`src/rtl/compand_pkg.sv`:
```
package compand_pkg;
  localparam int HOST_W  = 16;
  localparam int WIRE_W  = 8;
  localparam int NUM_DIR = 2;
  localparam int DIR_TX  = 0;
  localparam int DIR_RX  = 1;

  localparam logic [13:0] MU_CLIP = 14'd8158;
  localparam logic [12:0] MU_BIAS = 13'd33;
  localparam logic [7:0]  A_FLIP  = 8'h55;

  typedef enum logic [1:0] {
    MODE_PASS = 2'b00,
    MODE_RSVD = 2'b01,
    MODE_MU   = 2'b10,
    MODE_A    = 2'b11
  } law_e;

  typedef struct packed {
    logic txLoad;
    logic rxLoad;
  } strobe_t;
endpackage

```
`src/rtl/compand_ctrl.sv`:
```
module compand_ctrl
  import compand_pkg::*;
(
  input  logic               clk,
  input  logic               rstN,
  input  logic [NUM_DIR-1:0] inValid,
  output logic [NUM_DIR-1:0] inReady,
  output logic [NUM_DIR-1:0] outValid,
  input  logic [NUM_DIR-1:0] outReady,
  output strobe_t            strobe
);
  logic [NUM_DIR-1:0] load;

  for (genvar d = 0; d < NUM_DIR; d++) begin : g_dir
    logic validQ;

    assign inReady[d]  = !validQ || outReady[d];
    assign load[d]     = inValid[d] && inReady[d];
    assign outValid[d] = validQ;

    always_ff @(posedge clk or negedge rstN) begin
      if (!rstN)            validQ <= 1'b0;
      else if (load[d])     validQ <= 1'b1;
      else if (outReady[d]) validQ <= 1'b0;
    end

    // an accepted word is presented in the following cycle
    a_r10_fill: assert property (@(posedge clk) disable iff (!rstN)
      (inValid[d] && inReady[d]) |=> outValid[d]);
  end

  assign strobe.txLoad = load[DIR_TX];
  assign strobe.rxLoad = load[DIR_RX];
endmodule

```
`src/rtl/compand_dp.sv`:
```
module compand_dp
  import compand_pkg::*;
(
  input  logic              clk,
  input  logic              rstN,
  input  strobe_t           strobe,
  input  logic [1:0]        txMode,
  input  logic [HOST_W-1:0] txIn,
  output logic [WIRE_W-1:0] txOut,
  input  logic [1:0]        rxMode,
  input  logic [WIRE_W-1:0] rxIn,
  output logic [HOST_W-1:0] rxOut
);
  function automatic logic [7:0] muEncode(input logic [15:0] s);
    logic [13:0] v, mag;
    logic [12:0] biased;
    logic [2:0]  seg;
    logic [3:0]  mant;
    logic        neg;
    v   = s[15:2];
    neg = v[13];
    mag = neg ? (~v + 14'd1) : v;
    if (mag > MU_CLIP) mag = MU_CLIP;
    biased = mag[12:0] + MU_BIAS;
    seg = 3'd0;
    for (int i = 0; i < 8; i++) if (biased[5+i]) seg = 3'(i);
    mant = 4'(biased >> ({1'b0, seg} + 4'd1));
    return ~{neg, seg, mant};
  endfunction

  function automatic logic [7:0] aEncode(input logic [15:0] s);
    logic [12:0] v;
    logic [11:0] mag;
    logic [2:0]  seg, sh;
    logic [3:0]  mant;
    logic        neg;
    v   = s[15:3];
    neg = v[12];
    mag = neg ? ~v[11:0] : v[11:0];
    seg = 3'd0;
    for (int i = 0; i < 7; i++) if (mag[5+i]) seg = 3'(i + 1);
    sh   = (seg == 3'd0) ? 3'd1 : seg;
    mant = 4'(mag >> sh);
    return {~neg, seg, mant} ^ A_FLIP;
  endfunction

  function automatic logic [15:0] muDecode(input logic [7:0] c);
    logic [7:0]  u;
    logic [15:0] t, mag;
    u   = ~c;
    t   = ({9'd0, u[3:0], 3'b000} + 16'd132) << u[6:4];
    mag = t - 16'd132;
    return u[7] ? (~mag + 16'd1) : mag;
  endfunction

  function automatic logic [15:0] aDecode(input logic [7:0] c);
    logic [7:0]  a;
    logic [15:0] base, t;
    a    = c ^ A_FLIP;
    base = {8'h00, a[3:0], 4'h0};
    if (a[6:4] == 3'd0) t = base + 16'd8;
    else                t = (base + 16'h0108) << (a[6:4] - 3'd1);
    return a[7] ? t : (~t + 16'd1);
  endfunction

  logic [WIRE_W-1:0] txNext, txOutQ;
  logic [HOST_W-1:0] rxNext, rxOutQ;

  always_comb begin
    case (law_e'(txMode))
      MODE_MU: txNext = muEncode(txIn);
      MODE_A:  txNext = aEncode(txIn);
      default: txNext = txIn[WIRE_W-1:0];
    endcase
  end

  always_comb begin
    case (law_e'(rxMode))
      MODE_MU: rxNext = muDecode(rxIn);
      MODE_A:  rxNext = aDecode(rxIn);
      default: rxNext = {{(HOST_W-WIRE_W){1'b0}}, rxIn};
    endcase
  end

  always_ff @(posedge clk or negedge rstN) begin
    if (!rstN)              txOutQ <= '0;
    else if (strobe.txLoad) txOutQ <= txNext;
  end

  always_ff @(posedge clk or negedge rstN) begin
    if (!rstN)              rxOutQ <= '0;
    else if (strobe.rxLoad) rxOutQ <= rxNext;
  end

  assign txOut = txOutQ;
  assign rxOut = rxOutQ;

  // mu-law expansion lands on a multiple of 4 within +/-32124
  a_r6_mu_range: assert property (@(posedge clk) disable iff (!rstN)
    (strobe.rxLoad && rxMode == MODE_MU) |=>
      (rxOutQ[1:0] == 2'b00 && $signed(rxOutQ) <= 32124 && $signed(rxOutQ) >= -32124));

  // A-law expansion lands on a multiple of 8
  a_r8_a_align: assert property (@(posedge clk) disable iff (!rstN)
    (strobe.rxLoad && rxMode == MODE_A) |=> (rxOutQ[2:0] == 3'b000));

  // pass-through receive leaves the upper byte clear
  a_r4_zero_ext: assert property (@(posedge clk) disable iff (!rstN)
    (strobe.rxLoad && (rxMode == MODE_PASS || rxMode == MODE_RSVD)) |=> (rxOutQ[15:8] == 8'h00));

  // the most negative sample saturates to the largest negative mu-law code
  a_r12_mu_sat: assert property (@(posedge clk) disable iff (!rstN)
    (strobe.txLoad && txMode == MODE_MU && txIn == 16'h8000) |=> (txOutQ == 8'h00));
endmodule

```
`src/rtl/compand_unit.sv`:
```
module compand_unit
  import compand_pkg::*;
(
  input  logic        clk,
  input  logic        rstN,
  input  logic [1:0]  txMode,
  input  logic        txInValid,
  output logic        txInReady,
  input  logic [15:0] txInData,
  output logic        txOutValid,
  input  logic        txOutReady,
  output logic [7:0]  txOutData,
  input  logic [1:0]  rxMode,
  input  logic        rxInValid,
  output logic        rxInReady,
  input  logic [7:0]  rxInData,
  output logic        rxOutValid,
  input  logic        rxOutReady,
  output logic [15:0] rxOutData
);
  strobe_t            strobe;
  logic [NUM_DIR-1:0] inValid, inReady, outValid, outReady;

  assign inValid[DIR_TX]  = txInValid;
  assign inValid[DIR_RX]  = rxInValid;
  assign outReady[DIR_TX] = txOutReady;
  assign outReady[DIR_RX] = rxOutReady;
  assign txInReady        = inReady[DIR_TX];
  assign rxInReady        = inReady[DIR_RX];
  assign txOutValid       = outValid[DIR_TX];
  assign rxOutValid       = outValid[DIR_RX];

  compand_ctrl uCtrl (
    .clk      (clk),
    .rstN     (rstN),
    .inValid  (inValid),
    .inReady  (inReady),
    .outValid (outValid),
    .outReady (outReady),
    .strobe   (strobe)
  );

  compand_dp uDp (
    .clk    (clk),
    .rstN   (rstN),
    .strobe (strobe),
    .txMode (txMode),
    .txIn   (txInData),
    .txOut  (txOutData),
    .rxMode (rxMode),
    .rxIn   (rxInData),
    .rxOut  (rxOutData)
  );

  // stalled outputs hold
  a_r11_tx_hold: assert property (@(posedge clk) disable iff (!rstN)
    (txOutValid && !txOutReady) |=> (txOutValid && $stable(txOutData)));

  a_r11_rx_hold: assert property (@(posedge clk) disable iff (!rstN)
    (rxOutValid && !rxOutReady) |=> (rxOutValid && $stable(rxOutData)));
endmodule

```
`config.mk`:
```
export PLATFORM = sky130hd
export DESIGN_NAME = compand_unit
export DESIGN_NICKNAME = d
export VERILOG_FILES = /design/src/rtl/compand_pkg.sv /design/src/rtl/compand_ctrl.sv /design/src/rtl/compand_dp.sv /design/src/rtl/compand_unit.sv
export SDC_FILE = /design/constraint.sdc
export NUM_CORES = 1
export LEC_CHECK = 0
export BUFFER_PORTS_ARGS = -buffer_cell sky130_fd_sc_hd__buf_2
export CAP_MARGIN = 30
export CORE_ASPECT_RATIO = 1.5
export CORE_MARGIN = 2
export CORE_UTILIZATION = 54
export CTS_CLUSTER_DIAMETER = 40
export DETAILED_ROUTE_END_ITERATION = 12
export GPL_ROUTABILITY_DRIVEN = 1
export GPL_TIMING_DRIVEN = 0
export PLACE_DENSITY_LB_ADDON = 0.25
export SETUP_SLACK_MARGIN = 0.2
export SLEW_MARGIN = 40
export SYNTH_ARGS = -nofsm -noshare
export SYNTH_HDL_FRONTEND = slang
export SYNTH_HIERARCHICAL = 1
export SYNTH_SLANG_ARGS = --single-unit
```
`constraint.sdc`:
```
create_clock -name clk -period 1.6 [get_ports clk]
set_clock_uncertainty 0.1 [all_clocks]
set_input_delay 0.32 -clock clk [delete_from_list [all_inputs] [get_ports clk]]
set_output_delay 0.32 -clock clk [all_outputs]
set_load 0.005 [all_outputs]
```
==> reports/qor.yml, run 1 <==
die:
  row_count: 41
  core_area_mm2: 0.00831
  die_w_um: 79.1
  pin_count: 62
  start_util_pct: 54.9
  die-area_mm2: 0.00922
  fp.dieH_um: 117
sta:
  rsz0062_at_grt: "true"
  setup_viol: 20
  setup_slack_ns: -3.02
  timing.slew.headroom_pct: 53.3
  worst_slew_pin_slew_ns: 0.701
  slew_violations: 0
  finalSetupTns_ns: -32.97
  period_share_pct: 289
  hold_viol_final: 0
  fmax_ghz: 0.216
  final.min_clock_period_ns: 4.62
placed_design:
  place.gp.congestion: 0.949
  post-place-cells: 782
  post-dp-hpwl_mm: 11.6
  postPlaceCellArea_mm2: 0.00538
  portBuffers: 56
cells_and_area:
  fin_util_pct: 81.5
  stdcell_count: 854
  diodes: 0
  layout_common_cells: "62 x buf_4, 54 x buf_2, 53 x nor2_1, 35 x a21oi_1, 32 x nand2_1"
  design_area_mm2: 0.00677
  drive_gt1_share_pct: 41.8
  nNetsFinal: 793
  nFillCells: 491
  final_common_cell: "buf_4"
  syn_to_final_growth_pct: 48.4
drt:
  first_pass_iters: 9
  drt_iter0_drc: 481
  dr_total_vias: 5712
  viasPerCell: 6.69
  wl_mm: 17.6
  ant_nets: 0
  post_drt_wl_per_cell_um: 20.6
  drc: 0
pwr:
  swShare_pct: 42.6
  clkPwrFrac_pct: 14.7
  power.leakage_nw: 2.79
  irDropWorstVdd_v: 0.000597
  power_frac_comb_pct: 65.0
  powerDensity_mw_per_mm2: 607
  p_switching_w: 0.00175
  seqPwrFrac_pct: 20.3
  internal_power_w: 0.00236
yosys:
  yosys_most_used_dff: "dfrtp_1"
  synth_seq_cells: 26
  synth_cells: 619
  yosys_warnings: 6
  synth_area_per_cell_um2: 7.37
  postSynth.asyncResetShare_pct: 100
  synth_fp_nets: 664
  synth-seq-area-share_pct: 14.3
  synth-edff-count: 0
  syn_area_mm2: 0.00456
  ys_types: 90
critical_path:
  crit_path_end_kind: "flop"
  crit_arrival_ns: 4.70
  cp.required_ns: 1.68
  criticalPathCategory: "in -> reg"
  critPathLaunchType: "input pin"
  path_max_fanout: 4
min_path:
  hold_class: "in -> reg"
outcome:
  failed_checks: "setup timing"
  status: "finished, violations left"
clock_tree:
  cts_made_buffers: 3
  clk_latency_ns: 0.26
  ctsRootBufferMaster: "clkbuf_16"
  cts.sinks: 26
  h-tree-depth: 1
  clock_path_buffers: 2
  clkTransAtPathRegs_ns: 0.06
  cts_tree: "yes"
grt:
  grt_max_degree: 27
  grt_pass1_wl_mm: 25.2
  antenna_found_initial: 0
  grt_pass1_vias: 5430
  gr-usage-all-layers_pct: 33.9
  overflow: 0
flow_run:
  cap_violations: 0
## power groups by stage
stage	registers, W	logic, W	clock network (W)
after floorplan	0.000847	0.00143	0
final	0.000836	0.00267	0.000605
after global placement	0.000837	0.00192	0
after detailed placement	0.000840	0.00198	0
after CTS	0.000832	0.00232	0.000611
after global routing	0.000848	0.00281	0.000631
## sequential cells by signal, indices dropped and copies added (netlist names)
| name | count |
|---|---|
| uCtrl/g_dir.validQ | 2 |
| uDp/rxOut | 16 |
| uDp/txOut | 8 |
## synthesized netlist by cell type (7+ instances only)
master | instances | share of area [%]
nor2_1 | 59 | 4.9
a21oi_1 | 50 | 5.5
nand2_1 | 39 | 3.2
o21ai_0 | 36 | 3.9
clkbuf_1 | 29 | 2.4
inv_1 | 29 | 2.4
xnor2_1 | 29 | 5.6
dfrtp_1 | 26 | 14
mux2i_1 | 20 | 4.4
xor2_1 | 18 | 3.5
nor2b_1 | 17 | 2.3
a211oi_1 | 15 | 2.5
nor3_1 | 15 | 1.6
o22ai_1 | 14 | 1.9
nand3_1 | 13 | 1.4
ha_1 | 11 | 3.0
a31oi_1 | 9 | 1.2
mux2_2 | 9 | 2.2
and2_1 | 8 | 1.1
nand2b_1 | 8 | 1.1
nor3b_1 | 8 | 1.3
o211ai_1 | 8 | 1.3
buf_2 | 7 | 0.77
o31ai_1 | 7 | 1.2
## routing by layer
layer | GRT usage, % | up-vias | routed length [µm]
li1 | - | 2537 | -
met1 | 32.3 | 2724 | 6070
met2 | 68.0 | 348 | 9400
met3 | 2.70 | 103 | 965
met4 | 21.4 | 0 | 1190
met5 | 0 | - | 0
## cell type report
type                            instances  area, µm²  area share [%]
Buffer                                 43        377            5.56
Clock buffer                            4       88.8            1.31
Inverter                               30        158            2.33
Multi-Input combinational cell        520       4440            65.6
Sequential cell                        26        651            9.61
Tap cell                              107        134            1.98
Timing Repair Buffer                  124        920            13.6
## through the flow
stage / total power (W) / hold WS (ns) / worst slack [ns]
6_report: 0.00411 / 0.168 / -3.02
5_1_grt: 0.00429 / 0.183 / -3.14
4_1_cts: 0.00376 / 0.162 / -3.05
3_5_place_dp: 0.00282 / 0.249 / -3.85
3_3_place_gp: 0.00276 / 0.233 / -3.79
2_1_floorplan: 0.00227 / -0.0756 / -3.02
## cells by family after synthesis
| kind of cell | count (synthesis) | share of synthesized area (%) |
|---|---|---|
| xor gates and xnor gates | 49 | 9.73 |
| DFF | 26 | 14.3 |
| and+or+nand+nor | 221 | 27.3 |
| AOI/OAI and AO/OA | 208 | 31.5 |
| adders and majority gates | 11 | 3.02 |
| muxes | 31 | 7.43 |
| buffers and inverters | 73 | 6.77 |
## critical path: stages
cell and delay, ns:
buf_12 0.11, inv_12 0.04, ha_4 0.13, buf_6 0.12, and4bb_1 0.25, a211oi_4 0.05
or4_4 0.50, a2111oi_4 0.41, a21oi_4 0.11, nand2_2 0.10, ha_4 0.16, inv_4 0.03
or4_4 0.53, a211oi_4 0.30, xor2_2 0.13, buf_4 0.17, nor3b_4 0.34, or2_4 0.25
nor3_2 0.05, or2_1 0.21, mux2_4 0.27, o221ai_2 0.12
## repair_timing
item,4_1_cts,5_1_grt
endpoints found under the setup margin,24,24
hold buffers,1,0
resized for setup,95,72
hold endpoints to repair,26,0
pin swaps,50,47
gates cloned,0,1
setup buffers,47,19
## final timing paths
| check | to | cells after the start | startpoint | slack (ns) |
|---|---|---|---|---|
| min in group asynchronous | uDp/rxOut[1] | 2 | rstN | 0.50 |
| worst min register to register | uDp/rxOut[2] | 1 | uDp/rxOut[2] | 0.40 |
| worst max-delay path | uDp/txOut[1] | 22 | txInData[2] | -3.02 |
| worst min-delay path | uCtrl/g_dir[0].validQ | 2 | txInValid | 0.17 |
| worst max register to register | uDp/txOut[0] | 7 | uCtrl/g_dir[0].validQ | 0.04 |
| max in group asynchronous | uDp/rxOut[5] | 2 | rstN | 0.51 |
No activity file was read; power rests on OpenSTA's default activity.
==> run 2: changes to the inputs <==
- PLACE_DENSITY: default -> 0.85
- PLACE_DENSITY_LB_ADDON: 0.25 -> default
- SYNTH_HIERARCHICAL: 1 -> default
==> run 2 against run 1 <==
Effect of this change: the run still ends with setup timing left; first-iteration DRC count is 16% higher; sequential share of layout area increased by 0.22 points; count of clock-buffer cells in the layout is 1 lower; clock power increased by 24%; fmax decreased by 4.3%; synthesized cell count rose by 0.48%; cell area down 2.2%; global-route usage grew 3.9 points; critical path type unchanged; worst hold slack gained 0.0016 ns.
==> reports/qor.yml, run 2 <==
pwr:
  irDropWorstVdd_v: 0.000569  # -4.6%
  powerDensity_mw_per_mm2: 633  # +4.2%
  power.leakage_nw: 2.76  # -1.0%
die:
  core_area_mm2: 0.00806  # -3.0%
  pin_count: 62  # unchanged
  die_w_um: 78.6  # -0.53%
  row_count: 40  # -2.4%
  die-area_mm2: 0.00912  # -1.1%
  start_util_pct: 56.0  # +1.1 points
  fp.dieH_um: 116  # -0.54%
cells_and_area:
  nFillCells: 503  # +2.4%
  final_common_cell: "nand2_1"
  syn_to_final_growth_pct: 46.7
  layout_common_cells: "75 x nand2_1, 57 x buf_2, 52 x buf_4, 35 x nor2_1, 29 x mux2i_1"
  diodes: 0  # unchanged
  nNetsFinal: 799  # +0.76%
  largest_reg_flops: 16  # unchanged
  stdcell_count: 856  # +0.23%
  drive_gt1_share_pct: 37.2  # -4.6 points
yosys:
  synthTopCellsByArea: "dfrtp_1 14%, mux2i_1 7.3%, nand2_1 6.7%"
  synth_area_per_cell_um2: 7.26  # -1.6%
  ys_types: 80  # -11%
  synth-seq-area-share_pct: 14.4  # +0.16 points
  yosys_most_used_dff: "dfrtp_1"
  synth_cells: 622  # +0.48%
  synth.area.mux_share_pct: 11.1  # +3.6 points
  synth.most_common_cell: "nand2_1"
  synth-xor-area-share_pct: 10.1  # +0.33 points
  synth_area_leader_cell: "dfrtp_1"
  synth_commonest_cells: "80 x nand2_1, 45 x o21ai_0, 39 x nor2_1"
  yosys_warnings: 0  # -6
  synth_fp_nets: 669  # +0.75%
  synth_seq_cells: 26  # unchanged
  synth_compound_area_share_pct: 28.0  # -3.6 points
  postSynth.asyncResetShare_pct: 100  # unchanged
  synth_top_family_by_area: "compound AO/OA/AOI/OAI gates"
  yosys.area_share.adder_pct: 3.60  # +0.59 points
  syn_area_mm2: 0.00451  # -1.1%
  synth-edff-count: 0  # unchanged
  synth_simple_gate_area_share_pct: 26.8  # -0.49 points
  synth_top_cell_area_share_pct: 14.4  # +0.16 points
critical_path:
  cpMaxStageDelayCell: "or3b_2"
  cp_num_buf_inv: 9  # +4
  cp.required_ns: 1.71  # +0.03 ns
  crit_path_end_kind: "flop"
  crit_arrival_ns: 4.94  # +0.24 ns
  path_delay_family: "compound AO/OA/AOI/OAI gates"
  critPathLaunchType: "input pin"
  path_max_fanout: 5  # +1
  slowest_delay_ns: 0.47  # -0.06 ns
  criticalPathCategory: "in -> reg"
sta:
  setup_slack_ns: -3.23  # -0.208 ns
  finalSetupTns_ns: -38.24  # -5.27 ns
  rsz0062_at_grt: "true"
  setup_viol: 20  # unchanged
  final.min_clock_period_ns: 4.83  # +0.208 ns
  hold_viol_final: 0  # unchanged
  worst_slew_pin_slew_ns: 0.806  # +0.106 ns
  slew_violations: 0  # unchanged
  fmax_ghz: 0.207  # -4.3%
  timing.slew.headroom_pct: 45.7  # -7.6 points
  period_share_pct: 302  # +13 points
placed_design:
  place.gp.congestion: 0.988  # +4.2%
  portBuffers: 55  # -1.8%
  post-place-cells: 782  # unchanged
  post-dp-hpwl_mm: 11.9  # +2.5%
clock_tree:
  clock_path_buffers: 2  # unchanged
  ctsRootBufferMaster: "clkbuf_16"
  cts.sinks: 26  # unchanged
  cts_made_buffers: 3  # unchanged
  cts_tree: "yes"
  h-tree-depth: 1  # unchanged
  clkTransAtPathRegs_ns: 0.07  # about the same
  clk_latency_ns: 0.27  # about the same
min_path:
  hold_class: "in -> reg"
drt:
  ant_nets: 0  # unchanged
  first_pass_iters: 5  # -4
  wl_mm: 18.9  # +7.2%
  viasPerCell: 6.85  # +2.4%
  drc: 0  # unchanged
  post_drt_wl_per_cell_um: 22.1  # +7.0%
  dr_total_vias: 5865  # +2.7%
  drt_iter0_drc: 559  # +16%
outcome:
  failed_checks: "setup timing"
  status: "finished, violations left"
grt:
  met2_usage_pct: 73.4  # +5.4 points
  grt_pass1_wl_mm: 27.3  # +8.4%
  antenna_found_initial: 0  # unchanged
  grt_use_met1_pct: 34.1  # +1.7 points
  gr-usage-all-layers_pct: 37.8  # +3.9 points
  grt_pass1_vias: 5619  # +3.5%
  grt_max_degree: 27  # unchanged
  gr-max-usage-layer: "met2"
  overflow: 0  # unchanged
  grt_util_met3_pct: 6.54  # +3.8 points
flow_run:
  cap_violations: 0  # unchanged
-- run 2: cell types whose count changed in the layout (fill, tap and decap cells not counted), sizes merged, moves of 8 or more --
| cell | delta |
|---|---|
| a21oi | -16 |
| inv | -14 |
| mux2i | +13 |
| nand2 | +41 |
| nor2 | -22 |
| nor2b | -8 |
-- run 2: what timing repair did --
action	CTS	global route
resized for setup	70	59
gates cloned	0	0
endpoints found under the setup margin	24	24
setup buffers	56	13
hold buffers	1	0
endpoints found under the hold margin	26	0
pin swaps	44	21
-- run 2: per-stage QoR --
step	setup WS [ns]	hold slack, ns	cell area [µm²]	total power [W]	utilization (%)
final	-3.23	0.169	6620	0.00419	82.2
after detailed placement	-4.31	0.247	5440	0.00275	67.5
after CTS	-3.07	0.171	6320	0.00385	78.4
after global placement	-4.03	0.243	5440	0.00270	67.5
after floorplan	-3.28	-0.0756	5030	0.00222	-
after global routing	-3.35	0.182	6620	0.00434	82.2
-- run 2: area by class of cell --
type                    count  area [µm²]  share of cell area, %
well taps                 105         131                   1.98
flip-flops and latches     26         651                   9.82
multi-input cells         530        4310                   65.1
plain buffers              46         418                   6.31
inverters                  20        97.6                   1.47
repair buffers            125         911                   13.8
clock buffers               3        75.1                   1.13
clock inverters             1        30.0                  0.453
-- run 2: worst paths after layout --
| path | slack [ns] | end | startpoint | depth (start not counted) |
|---|---|---|---|---|
| max in group asynchronous | 0.53 | uDp.rxOut[2] | rstN | 2 |
| min | 0.17 | uCtrl.g_dir[0].validQ | txInValid | 2 |
| max | -3.23 | uDp.txOut[3] | txInData[3] | 26 |
| max reg2reg | 0.06 | uDp.txOut[3] | uCtrl.g_dir[0].validQ | 5 |
| min in group asynchronous | 0.48 | uCtrl.g_dir[0].validQ | rstN | 2 |
| min reg2reg | 0.39 | uDp.rxOut[15] | uDp.rxOut[15] | 2 |
-- run 2: logic make-up after synthesis --
logic type | Yosys count
compound gates | 185
xor+xnor | 51
fa+ha+maj | 13
buf+inv | 66
flops | 26
mux | 45
simple gates | 236
-- run 2: power by group --
part	internal, W	switching (W)	leakage [nW]
Combinational	0.00116	0.00147	2.39
Clock	0.000499	0.000250	0.0511
Sequential	0.000756	0.0000585	0.321
Total	0.00242	0.00178	2.76
-- run 2: per-layer routing --
layer | up-vias | wire length (µm)
met5 | - | 0
met3 | 182 | 1250
met2 | 420 | 9760
met4 | 0 | 2040
li1 | 2552 | -
met1 | 2711 | 5840
